<file path="src/rtl/dmach_pkg.sv">
package dmach_pkg;
  localparam int MAX_BW = 4;
  localparam int CNT_W  = 3;
  localparam int LEN_W  = 16;

  typedef struct packed {
    logic             busy;
    logic             isRecv;
    logic             atHead;
    logic [CNT_W-1:0] nMove;
  } dmaStrobe_t;
endpackage

</file>
<file path="src/rtl/dmach_ctrl.sv">
module dmach_ctrl
  import dmach_pkg::*;
#(
  parameter int BW     = 2,
  parameter int FREE_W = 4,
  parameter int FLOW_W = 8
) (
  input  logic              clk,
  input  logic              rstN,
  input  logic              reqValid,
  input  logic              reqRecv,
  input  logic [FLOW_W-1:0] reqFlow,
  input  logic [LEN_W-1:0]  reqLen,
  input  logic [FREE_W-1:0] freeSlots,
  input  logic [BW-1:0]     popValid,
  input  logic [FLOW_W-1:0] headFlow,
  input  logic [LEN_W-1:0]  headCnt,
  output logic              reqAccept,
  output logic              reqFail,
  output logic              done,
  output dmaStrobe_t        strb,
  output logic [LEN_W-1:0]  dataIdx,
  output logic [FLOW_W-1:0] flowReg,
  output logic [LEN_W-1:0]  lenReg
);
  localparam int POS_W = LEN_W + 1;

  logic             busy, isRecv, doneR, atHead, lastMove, gap;
  logic [POS_W-1:0] pos, totalNow, remaining;
  logic [CNT_W-1:0] nValid, avail, nMove;

  assign atHead = (pos == '0);

  // count of valid lanes packed from lane 0
  always_comb begin
    nValid = '0;
    gap    = 1'b0;
    for (int k = 0; k < BW; k++) begin
      if (popValid[k] && !gap) nValid = nValid + 1'b1;
      else gap = 1'b1;
    end
  end

  always_comb begin
    if (isRecv) avail = nValid;
    else if (freeSlots >= FREE_W'(BW)) avail = CNT_W'(BW);
    else avail = CNT_W'(freeSlots);
  end

  assign totalNow  = (isRecv && atHead) ? ({1'b0, headCnt} + 1'b1) : ({1'b0, lenReg} + 1'b1);
  assign remaining = totalNow - pos;

  always_comb begin
    if (!busy) nMove = '0;
    else if ({{(POS_W-CNT_W){1'b0}}, avail} < remaining) nMove = avail;
    else nMove = remaining[CNT_W-1:0];
  end

  assign lastMove = busy && ({{(POS_W-CNT_W){1'b0}}, nMove} == remaining);

  always_ff @(posedge clk or negedge rstN) begin
    if (!rstN) begin
      busy    <= 1'b0;
      isRecv  <= 1'b0;
      doneR   <= 1'b0;
      pos     <= '0;
      lenReg  <= '0;
      flowReg <= '0;
    end else begin
      doneR <= 1'b0;
      if (!busy) begin
        if (reqValid) begin
          busy    <= 1'b1;
          isRecv  <= reqRecv;
          pos     <= '0;
          lenReg  <= reqLen;
          flowReg <= reqFlow;
        end
      end else begin
        pos <= pos + {{(POS_W-CNT_W){1'b0}}, nMove};
        if (isRecv && atHead && (nMove != '0)) begin
          lenReg  <= headCnt;
          flowReg <= headFlow;
        end
        if (lastMove) begin
          busy  <= 1'b0;
          doneR <= 1'b1;
        end
      end
    end
  end

  assign reqAccept   = reqValid && !busy;
  assign reqFail     = reqValid && busy;
  assign done        = doneR;
  assign dataIdx     = atHead ? '0 : (pos[LEN_W-1:0] - 1'b1);
  assign strb.busy   = busy;
  assign strb.isRecv = isRecv;
  assign strb.atHead = atHead;
  assign strb.nMove  = nMove;
endmodule

</file>
<file path="src/rtl/dmach_datapath.sv">
module dmach_datapath
  import dmach_pkg::*;
#(
  parameter int BW     = 2,
  parameter int FLOW_W = 8,
  localparam int FLIT_W = FLOW_W + LEN_W
) (
  input  dmaStrobe_t           strb,
  input  logic [FLOW_W-1:0]    flowReg,
  input  logic [LEN_W-1:0]     lenReg,
  input  logic [BW*FLIT_W-1:0] rdData,
  input  logic [BW*FLIT_W-1:0] popData,
  output logic [BW-1:0]        pushValid,
  output logic [BW*FLIT_W-1:0] pushData,
  output logic [BW-1:0]        popTake,
  output logic [BW-1:0]        wrValid,
  output logic [BW*FLIT_W-1:0] wrData,
  output logic [FLOW_W-1:0]    headFlow,
  output logic [LEN_W-1:0]     headCnt
);
  logic [FLIT_W-1:0] headFlit;
  logic [FLIT_W-1:0] rdLane  [BW];
  logic [FLIT_W-1:0] popLane [BW];

  assign headFlit = {flowReg, lenReg};
  assign headFlow = popLane[0][FLIT_W-1 -: FLOW_W];
  assign headCnt  = popLane[0][LEN_W-1:0];

  for (genvar k = 0; k < BW; k++) begin : gLane
    logic [FLIT_W-1:0] sendFlit, rcvFlit;
    logic              sendMode, recvMode;

    assign rdLane[k]  = rdData[k*FLIT_W +: FLIT_W];
    assign popLane[k] = popData[k*FLIT_W +: FLIT_W];
    assign sendMode   = strb.busy && !strb.isRecv;
    assign recvMode   = strb.busy && strb.isRecv;

    // send side: head flit shifts payload lanes up by one
    if (k == 0) begin : gFirst
      assign sendFlit = strb.atHead ? headFlit : rdLane[0];
    end else begin : gRest
      assign sendFlit = strb.atHead ? rdLane[k-1] : rdLane[k];
    end

    // receive side: head flit is dropped, payload shifts down by one
    if (k == BW-1) begin : gTop
      assign rcvFlit = popLane[k];
    end else begin : gLow
      assign rcvFlit = strb.atHead ? popLane[k+1] : popLane[k];
    end

    assign pushData[k*FLIT_W +: FLIT_W] = sendFlit;
    assign wrData[k*FLIT_W +: FLIT_W]   = rcvFlit;
    assign pushValid[k] = sendMode && (CNT_W'(k) < strb.nMove);
    assign popTake[k]   = recvMode && (CNT_W'(k) < strb.nMove);
    assign wrValid[k]   = recvMode &&
                          ((strb.atHead ? CNT_W'(k + 1) : CNT_W'(k)) < strb.nMove);
  end
endmodule

</file>
<file path="src/rtl/dmach_channel.sv">
module dmach_channel
  import dmach_pkg::*;
#(
  parameter int BW_FLITS = 2,
  parameter int FLOW_W   = 8,
  parameter int FREE_W   = 4,
  localparam int FLIT_W  = FLOW_W + LEN_W
) (
  input  logic                       clk,
  input  logic                       rstN,
  input  logic                       reqValid,
  input  logic                       reqRecv,
  input  logic [FLOW_W-1:0]          reqFlow,
  input  logic [LEN_W-1:0]           reqLen,
  output logic                       reqAccept,
  output logic                       reqFail,
  output logic                       done,
  output logic [FLOW_W-1:0]          rxFlow,
  output logic [LEN_W-1:0]           dataIdx,
  input  logic [BW_FLITS*FLIT_W-1:0] rdData,
  output logic [BW_FLITS-1:0]        pushValid,
  output logic [BW_FLITS*FLIT_W-1:0] pushData,
  input  logic [FREE_W-1:0]          freeSlots,
  input  logic [BW_FLITS-1:0]        popValid,
  input  logic [BW_FLITS*FLIT_W-1:0] popData,
  output logic [BW_FLITS-1:0]        popTake,
  output logic [BW_FLITS-1:0]        wrValid,
  output logic [BW_FLITS*FLIT_W-1:0] wrData
);
  dmaStrobe_t        strb;
  logic [FLOW_W-1:0] flowReg, headFlow;
  logic [LEN_W-1:0]  lenReg, headCnt;

  dmach_ctrl #(.BW(BW_FLITS), .FREE_W(FREE_W), .FLOW_W(FLOW_W)) u_ctrl (
    .clk(clk), .rstN(rstN), .reqValid(reqValid), .reqRecv(reqRecv),
    .reqFlow(reqFlow), .reqLen(reqLen), .freeSlots(freeSlots),
    .popValid(popValid), .headFlow(headFlow), .headCnt(headCnt),
    .reqAccept(reqAccept), .reqFail(reqFail), .done(done), .strb(strb),
    .dataIdx(dataIdx), .flowReg(flowReg), .lenReg(lenReg)
  );

  dmach_datapath #(.BW(BW_FLITS), .FLOW_W(FLOW_W)) u_dp (
    .strb(strb), .flowReg(flowReg), .lenReg(lenReg), .rdData(rdData),
    .popData(popData), .pushValid(pushValid), .pushData(pushData),
    .popTake(popTake), .wrValid(wrValid), .wrData(wrData),
    .headFlow(headFlow), .headCnt(headCnt)
  );

  assign rxFlow = flowReg;
endmodule

</file>
<file path="config.mk">
export PLATFORM = sky130hd
export DESIGN_NAME = dmach_channel
export DESIGN_NICKNAME = d
export VERILOG_FILES = /design/src/rtl/dmach_pkg.sv /design/src/rtl/dmach_ctrl.sv /design/src/rtl/dmach_datapath.sv /design/src/rtl/dmach_channel.sv
export SDC_FILE = /design/constraint.sdc
export NUM_CORES = 1
export LEC_CHECK = 0
export ABC_AREA = 1
export BUFFER_PORTS_ARGS = -buffer_cell sky130_fd_sc_hd__buf_2
export CORE_MARGIN = 3
export CORE_UTILIZATION = 42
export DETAILED_ROUTE_END_ITERATION = 10
export PLACE_DENSITY = 0.73
export SETUP_SLACK_MARGIN = 0.05
export SYNTH_ARGS = -nofsm -noshare
export SYNTH_HDL_FRONTEND = slang
export SYNTH_SLANG_ARGS = --single-unit
</file>
<file path="constraint.sdc">
create_clock -name clk -period 6.25 [get_ports clk]
set_clock_uncertainty 0.2 [all_clocks]
set_input_delay 0.625 -clock clk [delete_from_list [all_inputs] [get_ports clk]]
set_output_delay 0.625 -clock clk [all_outputs]
set_load 0.005 [all_outputs]
</file>
==> results.toml, run 1 <==
[run_status]
status = "completed"

[min_path]
hp-class = "primary input to async pin"

[synthesis]
synth_warnings = 0
yosys.area.top_type = "nand2_1"
yosysSeqAreaShare_pct = 19.6
avgSynthCellArea_um2 = 5.73
syn_inst = 983
ys.flop_type = "dfrtp_1"
netlist_area_um2 = 5630
ys_ff_latch = 44
async_flop_share_pct = 100
synth_enable_flop_cells = 0
synthesis.nets = 1141
synth_cell_types = 39
netlist.area_leader.share_pct = 25.2
netlist_top_cells_area = "nand2_1 (25%), dfrtp_1 (20%), inv_1 (7.3%)"

[place]
dp_cells = 1360
dpl.hpwl_mm = 16.3
port_buffers = 258
globalplace.congestion = 0.941
placed_area_um2 = 6850

[die]
ios = 259
std_cell_rows = 41
core-area_um2 = 12900
die_h_um = 122
start_util_pct = 43.7
dieArea_um2 = 14800
die_w_um = 122

[setup_path]
worstPathRequired_ns = 6.24
path_class = "flip-flop to flip-flop"
crit_path_max_fanout = 5
crit_top_cell = "nand2_1"
start_kind = "flip-flop"
worstPathArrival_ns = 5.85
critPathMaxStageDelay_ns = 0.54
end_kind = "flip-flop"
slowest_stage = "or4_1"

[global_route]
grt_remaining_overflow = 0
grt_antenna_before_repair = 0
grt_max_degree = 76
grt.total_usage_pct = 26.9
grt_pass1_wl_mm = 32.0
first_global_vias = 6458

[timing]
setup_violations = 0
period_share_pct = 93.9
max_freq_mhz = 170
fin_crit_ns = 5.87
worst_pin_slew_ns = 1.05
slew_viol_final = 0
slew_headroom_pct = 29.9
hold_slack_ns = 0.306
finalHoldViolations = 0
setup_tns_ns = 0
rsz0062_at_grt = "true"

[drt]
vias = 7256
via_per_inst = 5.26
wl_mm = 21.1
drc_errors = 0
avgRoutedWirePerCell_um = 15.3
first_pass_iters = 5
drtIter0Drc = 500
ant_nets = 0

[power]
leakage_uw = 0.00416
peakVddDrop_uv = 178
power_density_nw_per_um2 = 288

[clocking]
cts.htree.levels = 2
cts_tree = "yes"
clk_pin_slew_ns = 0.08
clockBufferDepth = 2
clock-sinks = 44
clk_root_buffer_cell = "clkbuf_16"
ctsHoldBuffers = 0
clock_latency_ns = 0.30
numCtsBuffers = 5

[cells_and_area]
antenna_cells = 0
multi_input_area_um2 = 3940
seqCellArea_um2 = 1110
instances_no_fill = 1379
fillers = 1319
syn_to_final_growth_pct = 30.0
final_cell_area_um2 = 7320
finalNetCount = 1364
drive_gt1_share_pct = 30.9

[run]
drv_cap = 0
-- cell usage after synthesis, types with 9 or more instances --
cell type,instances
ha_1,26
nand2_1,378
inv_1,110
o21ai_0,75
buf_4,27
nor2_1,59
a21oi_1,37
xor2_1,13
nand3_1,71
nand4_1,19
clkbuf_1,24
nor3_1,19
dfrtp_1,44
xnor2_1,9
nor2_2,9
-- layout make-up --
class / count / area share [%]
clock buffer: 5 / 1.71
clock inverter: 3 / 0.632
inverter: 113 / 5.83
multi-input combinational: 761 / 53.8
sequential: 44 / 15.1
tap: 172 / 2.94
timing repair buffer: 281 / 20.0
-- per-layer routing --
metal,share of wire (%),vias to the layer above,GRT usage [%]
met5,0,-,0
met4,1.9,0,7.00
met3,8.3,39,5.20
met2,48,337,44.3
met1,42,3327,36.2
li1,-,3553,-
-- flip-flops by register name, indices dropped and copies added (netlist names) --
| name | flops |
|---|---|
| u_ctrl.pos | 17 |
| u_ctrl.flowReg | 8 |
| u_ctrl.busy | 1 |
| u_ctrl.done | 1 |
| u_ctrl.lenReg | 16 |
| u_ctrl.isRecv | 1 |
-- stage by stage --
stage	setup WS [ns]	utilization, %	power (uW)
after floorplan	0.849	-	1250
after global placement	0.285	53.2	1600
after detailed placement	0.149	53.2	1610
after CTS	0.0736	54.5	1940
after global routing	-0.0143	56.8	2280
final	0.384	56.8	2100
-- layout by cell type, fill, tap and decap left out, types with 3 or more instances in the layout --
| master | netlist | final |
|---|---|---|
| nor2_2 | 9 | 17 |
| clkbuf_16 | 0 | 5 |
| o22ai_1 | 3 | 3 |
| nand2_1 | 378 | 370 |
| nor3_1 | 19 | 16 |
| nor3_2 | 0 | 3 |
| buf_4 | 27 | 23 |
| nor2_4 | 4 | 8 |
| buf_2 | 7 | 258 |
| a21oi_2 | 0 | 9 |
| nand4_1 | 19 | 19 |
| nand2_2 | 5 | 13 |
| inv_2 | 1 | 5 |
| dfrtp_1 | 44 | 39 |
| xor2_1 | 13 | 13 |
| o21ai_1 | 0 | 3 |
| nand3_2 | 5 | 9 |
| xnor2_1 | 9 | 9 |
| nand3b_1 | 5 | 5 |
| inv_1 | 110 | 106 |
| a21oi_1 | 37 | 28 |
| ha_1 | 26 | 22 |
| dfrtp_2 | 0 | 5 |
| nor2_1 | 59 | 47 |
| o21ai_0 | 75 | 70 |
| nor4_1 | 8 | 6 |
| nand3_1 | 71 | 66 |
-- repair_timing --
item | CTS | global route
buffers inserted | 0 | 11
setup endpoints to repair | 0 | 44
gates resized for setup | 0 | 68
-- final timing paths --
kind	endpoint	cells past startpoint	from	slack (ns)
max	u_ctrl.pos[16]$_DFFE_PN0P_	38	u_ctrl.pos[1]$_DFFE_PN0P_	0.38
min	u_ctrl.pos[7]$_DFFE_PN0P_	1	rstN	0.31
max reg2reg	u_ctrl.pos[16]$_DFFE_PN0P_	38	u_ctrl.pos[1]$_DFFE_PN0P_	0.38
min reg2reg	u_ctrl.lenReg[0]$_DFFE_PN0P_	2	u_ctrl.lenReg[0]$_DFFE_PN0P_	0.31
max in group asynchronous	u_ctrl.pos[9]$_DFFE_PN0P_	1	rstN	4.82
min in group clk	u_ctrl.lenReg[0]$_DFFE_PN0P_	2	u_ctrl.lenReg[0]$_DFFE_PN0P_	0.31
-- report_power, final --
group,switching [uW],internal [uW],total [uW]
registers,68.5,351,420
clock network,125,190,315
logic,839,530,1370
-- cells by family after synthesis --
| family | after synthesis | share of synthesized area, % |
|---|---|---|
| simple gates | 588 | 44.9 |
| buf+inv | 178 | 14.2 |
| compound gates | 120 | 11.0 |
| flops | 44 | 19.6 |
| fa+ha+maj | 28 | 6.49 |
| xor+xnor | 22 | 3.42 |
| mux | 2 | 0.356 |
| other cells | 1 | 0.0666 |
-- worst max-delay path, delay by kind of cell (launching register included) --
family,cells,cell delay (ns)
AOI/OAI and AO/OA,3,0.31
xor gates and xnor gates,1,0.16
adders and majority gates,4,0.85
buffers and inverters,5,0.41
DFF,1,0.44
and+or+nand+nor,25,3.36
Power figures use the tool's default switching activity.
==> inputs of run 2 (changes only) <==
PLACE_DENSITY = not set   (was 0.73)
PLACE_DENSITY_LB_ADDON = 0.2   (was not set)
==> run 2 against run 1 <==
  * Sequential power increased by 1%
  * Critical endpoint unchanged
  * Setup slack improved by 0.047 ns
  * Die area stayed put
  * Combinational power down 3%
  * Via count fell by 4.4%
  * Sequential cell count stayed put
  * Critical path depth is 1 lower
  * Register-to-register slack better by 0.05 ns
  * Routed wire length fell by 2.5%
  * Core utilization is 0.56 points lower
  * Worst hold slack improved by 0.0058 ns
  * Highest routed layer unchanged
==> results.toml, run 2 (same netlist as run 1, synthesis figures left out) <==
[power]
p_comb_share_pct = 63.9
leakage_uw = 0.00416
peakVddDrop_uv = 157
p_int_uw = 1070
pwr-share-seq_pct = 20.4
power.share.switching_pct = 48.4
power_density_nw_per_um2 = 286
switchingPower_uw = 1000
clockPowerShare_pct = 15.7

[place]
placed_area_um2 = 6840
dpl.hpwl_mm = 16.4
pre_cts_ws_ns = 0.146
dp_cells = 1359
port_buffers = 258
globalplace.congestion = 0.946

[global_route]
grt_remaining_overflow = 0
grt_antenna_before_repair = 0
grt.total_usage_pct = 26.6
first_global_vias = 6310
grt_max_degree = 76
grt_pass1_wl_mm = 31.6

[die]
dieArea_um2 = 14800
core-area_um2 = 12900
start_util_pct = 43.7
die_h_um = 122
ios = 259
std_cell_rows = 41
die_w_um = 122

[clocking]
clk_pin_slew_ns = 0.07
clock_latency_ns = 0.29
clock-sinks = 44
cts.htree.levels = 2
clk_root_buffer_cell = "clkbuf_16"
clockBufferDepth = 2
ctsHoldBuffers = 0
numCtsBuffers = 5
cts_tree = "yes"

[timing]
finalHoldViolations = 0
period_share_pct = 93.1
max_freq_mhz = 172
slew_headroom_pct = 30.4
worst_pin_slew_ns = 1.04
fin_crit_ns = 5.82
timing.final.ws_setup_ns = 0.431
setup_violations = 0
slew_viol_final = 0

[drt]
via_per_inst = 5.04
first_pass_iters = 5
drtIter0Drc = 542
wl_mm = 20.6
avgRoutedWirePerCell_um = 14.9
drc_errors = 0
vias = 6936
ant_nets = 0

[setup_path]
crit_path_max_fanout = 4
cp.depth = 37
critPathMaxStageDelay_ns = 0.44
slowest_stage = "or4_4"
critical-path-top-delay-family = "simple AND/OR/NAND/NOR gates"
endpoint = "u_ctrl.pos[16]$_DFFE_PN0P_"
end_kind = "flip-flop"
path_class = "flip-flop to flip-flop"
cp-startpoint = "u_ctrl.pos[0]$_DFFE_PN0P_"
crit_top_cell = "nand2_1"
worstPathArrival_ns = 5.79
reg2regPathDepth = 37
r2r_slack_ns = 0.43
worstPathRequired_ns = 6.22
critical_path_buf_inv_count = 5
start_kind = "flip-flop"
rr_startpoint = "u_ctrl.pos[0]$_DFFE_PN0P_"
crit-reg2reg-capture = "u_ctrl.pos[16]$_DFFE_PN0P_"

[run]
drv_cap = 0

[cells_and_area]
final_cell_area_um2 = 7250
drive_gt1_share_pct = 29.5
top_regs = "u_ctrl.pos (17), u_ctrl.lenReg (16), u_ctrl.flowReg (8)"
regMostFlops = "u_ctrl.pos"
largest_register_ffs = 17
instances_no_fill = 1377
fillers = 1317
postLayoutCoreUtil_pct = 56.3
syn_to_final_growth_pct = 28.7
antenna_cells = 0
final_cell_mix = "nand2_1 (373), buf_2 (258), inv_1 (105)"
final_common_cell = "nand2_1"
finalNetCount = 1362

[min_path]
hp-class = "primary input to async pin"

[run_status]
status = "completed"
run 2: cell count changes in the layout (fill, tap and decap cells not counted), moves of 3 or more:
cell,change
dfrtp_2,-4
dfrtp_1,+4
a21oi_1,+5
a21oi_2,-5
nor2_1,+4
o21ai_0,+3
nand2_1,+3
nand2_2,-3
run 2: worst min-delay path by stage:
stage	from	end
3_3_place_gp	u_ctrl.lenReg[10]$_DFFE_PN0P_	u_ctrl.lenReg[10]$_DFFE_PN0P_
2_1_floorplan	rstN	u_ctrl.busy$_DFF_PN0_
4_1_cts	u_ctrl.lenReg[15]$_DFFE_PN0P_	u_ctrl.lenReg[15]$_DFFE_PN0P_
6_report	rstN	u_ctrl.busy$_DFF_PN0_
3_5_place_dp	u_ctrl.lenReg[13]$_DFFE_PN0P_	u_ctrl.lenReg[13]$_DFFE_PN0P_
5_1_grt	u_ctrl.lenReg[12]$_DFFE_PN0P_	u_ctrl.lenReg[12]$_DFFE_PN0P_
run 2: area by class of cell:
class | instances | area, um^2 | area share, %
multi-input cells | 761 | 3880 | 53.5
well taps | 172 | 215 | 2.97
flip-flops and latches | 44 | 1100 | 15.2
clock inverters | 2 | 38.8 | 0.535
inverters | 113 | 427 | 5.89
clock buffers | 6 | 139 | 1.92
repair buffers | 279 | 1450 | 20.0
run 2: timing repair:
item / CTS / global route
gates resized for setup: 0 / 46
buffers inserted: 0 / 10
endpoints found under the setup margin: 0 / 20
run 2: metal layers:
| metal | GRT usage, % | vias up | wire, um | share of wire, % |
|---|---|---|---|---|
| met5 | 0 | - | 0 | 0 |
| met4 | 4.90 | 0 | 295 | 1.4 |
| met3 | 4.92 | 29 | 1600 | 7.8 |
| met2 | 45.3 | 280 | 9830 | 48 |
| met1 | 35.5 | 3080 | 8860 | 43 |
| li1 | - | 3547 | - | - |
run 2: stage by stage:
stage / total power, uW / setup TNS (ns) / hold WS [ns]
final: 2080 / 0 / 0.312
after global placement: 1610 / 0 / 0.288
after detailed placement: 1610 / 0 / 0.294
after CTS: 1940 / 0 / 0.311
after floorplan: 1250 / 0 / 0.129
after global routing: 2250 / -0.0420 / 0.336
run 2: power by group through the flow:
stage	Combinational [uW]	Clock [uW]	Sequential, uW
final	1330	326	424
after global routing	1480	338	433
after CTS	1200	327	419
after detailed placement	1180	0	424
after global placement	1180	0	423
after floorplan	849	0	401
==> inputs of run 3 (changes only) <==
CTS_BUF_LIST = sky130_fd_sc_hd__clkbuf_4 sky130_fd_sc_hd__clkbuf_8   (was not set)
==> run 3 against run 2 <==
  * Setup slack worse by 0.0075 ns
  * Non-clock buffer count down 3
  * Global-route usage about the same
  * First-iteration DRC count down 3.0%
  * Combinational power about the same
  * Sequential share of layout area up 0.16 points
  * Die area unchanged
  * Cell count down 0.22%
  * Routed wire length down 0.21%
  * Worst hold slack worse by 0.032 ns
  * Count of clock-buffer cells in the layout unchanged
  * Register-to-register slack about the same
  * Largest power group unchanged
==> results.toml, run 3 (same netlist as run 1, synthesis figures left out) <==
[setup_path]
worstPathRequired_ns = 5.42
slowest_stage = "dfrtp_2"
critPathMaxStageDelay_ns = 0.46
crit_path_max_fanout = 5
path_class = "flip-flop to primary output"
start_kind = "flip-flop"
reg2regPathDepth = 36
crit_top_cell = "nand2_1"
end_kind = "primary output"
worstPathArrival_ns = 5.00

[die]
core-area_um2 = 12900
std_cell_rows = 41
start_util_pct = 43.7
ios = 259
dieArea_um2 = 14800
die_h_um = 122
die_w_um = 122

[clocking]
clock_latency_ns = 0.32
clockBufferDepth = 2
clk_root_buffer_cell = "clkbuf_8"
numCtsBuffers = 5
clk_pin_slew_ns = 0.11
cts.htree.levels = 2
clock-sinks = 44
cts_tree = "yes"
ctsHoldBuffers = 0

[drt]
via_per_inst = 5.03
ant_nets = 0
first_pass_iters = 7
drc_errors = 0
avgRoutedWirePerCell_um = 14.9
drtIter0Drc = 526
vias = 6907
wl_mm = 20.5

[timing]
fin_crit_ns = 5.83
max_freq_mhz = 172
setup_tns_ns = 0
slew_viol_final = 0
worst_pin_slew_ns = 1.05
slew_headroom_pct = 30.2
rsz0062_at_grt = "true"
setup_violations = 0
period_share_pct = 93.2
finalHoldViolations = 0

[global_route]
first_global_vias = 6239
grt_pass1_wl_mm = 31.4
use_met1_pct = 36.0
grt_max_degree = 76
grt_use_met2_pct = 45.0
busiest_layer = "met2"
use_met3_pct = 4.04
grt_antenna_before_repair = 0
grt_remaining_overflow = 0
grt.total_usage_pct = 26.5

[cells_and_area]
largest_register_ffs = 17
finalNetCount = 1359
final_cell_mix = "nand2_1 (373), buf_2 (258), inv_1 (105)"
final_common_cell = "nand2_1"
drive_gt1_share_pct = 29.5
regMostFlops = "u_ctrl.pos"
syn_to_final_growth_pct = 27.4
final_cell_area_um2 = 7170
top_regs = "u_ctrl.pos (17), u_ctrl.lenReg (16), u_ctrl.flowReg (8)"
antenna_cells = 0

[place]
port_buffers = 258
globalplace.congestion = 0.946
dpl.hpwl_mm = 16.4
placed_area_um2 = 6840

[min_path]
hp-class = "primary input to async pin"

[run_status]
status = "completed"

[run]
drv_cap = 0

[power]
leakage_uw = 0.00413
peakVddDrop_uv = 156
power_density_nw_per_um2 = 276
## run 3: power by group
part | switching (uW) | leakage, uW | total (uW) | internal, uW
Combinational | 800 | 0.00349 | 1310 | 511
Clock | 118 | 0.0000614 | 249 | 131
Sequential | 73.2 | 0.000571 | 422 | 349
Total | 991 | 0.00413 | 1980 | 991
## run 3: worst paths after layout
path / start / to / slack, ns
max reg2reg: u_ctrl.pos[1]$_DFFE_PN0P_ / u_ctrl.pos[16]$_DFFE_PN0P_ / 0.43
max in group asynchronous: rstN / u_ctrl.pos[1]$_DFFE_PN0P_ / 4.85
max: u_ctrl.pos[1]$_DFFE_PN0P_ / wrValid[1] / 0.42
min in group clk: reqRecv / u_ctrl.isRecv$_DFFE_PN0P_ / 0.32
min: rstN / u_ctrl.busy$_DFF_PN0_ / 0.28
min reg2reg: u_ctrl.lenReg[15]$_DFFE_PN0P_ / u_ctrl.lenReg[15]$_DFFE_PN0P_ / 0.32
## run 3: stage by stage
stage / total power [uW] / hold WS (ns) / worst slack [ns] / std cells / utilization, %
2_1_floorplan: 1250 / 0.129 / 0.849 / 983 / -
3_3_place_gp: 1610 / 0.288 / 0.189 / 1359 / 53.2
3_5_place_dp: 1610 / 0.294 / 0.146 / 1359 / 53.2
4_1_cts: 1860 / 0.314 / 0.0993 / 1367 / 54.1
5_1_grt: 2160 / 0.343 / -0.0410 / 1374 / 55.7
6_report: 1980 / 0.279 / 0.424 / 1374 / 55.7
## run 3: area by class of cell
class                           instances  area, um^2
Fill cell                            1339        5710
Multi-Input combinational cell        761        3880
Clock buffer                            6        82.6
Clock inverter                          2        38.8
Timing Repair Buffer                  276        1430
Tap cell                              172         215
Sequential cell                        44        1100
Inverter                              113         427
## run 3: worst max-delay path: cells and delay by family (launching register included)
family,cells,cell delay (ns)
and+or+nand+nor,18,2.25
DFF,1,0.46
adders and majority gates,4,1.06
xor gates and xnor gates,1,0.18
AOI/OAI and AO/OA,3,0.37
buffers and inverters,4,0.38
## run 3: layer usage
layer	share of wire, %	vias up
li1	-	3540
met1	44	3078
met2	47	264
met3	6.8	25
met4	1.4	0
met5	0	-
## run 3: repair_timing
item	CTS	global route
setup endpoints to repair	0	20
resized for setup	0	47
setup buffers	0	7
endpoints found under the hold margin	0	0
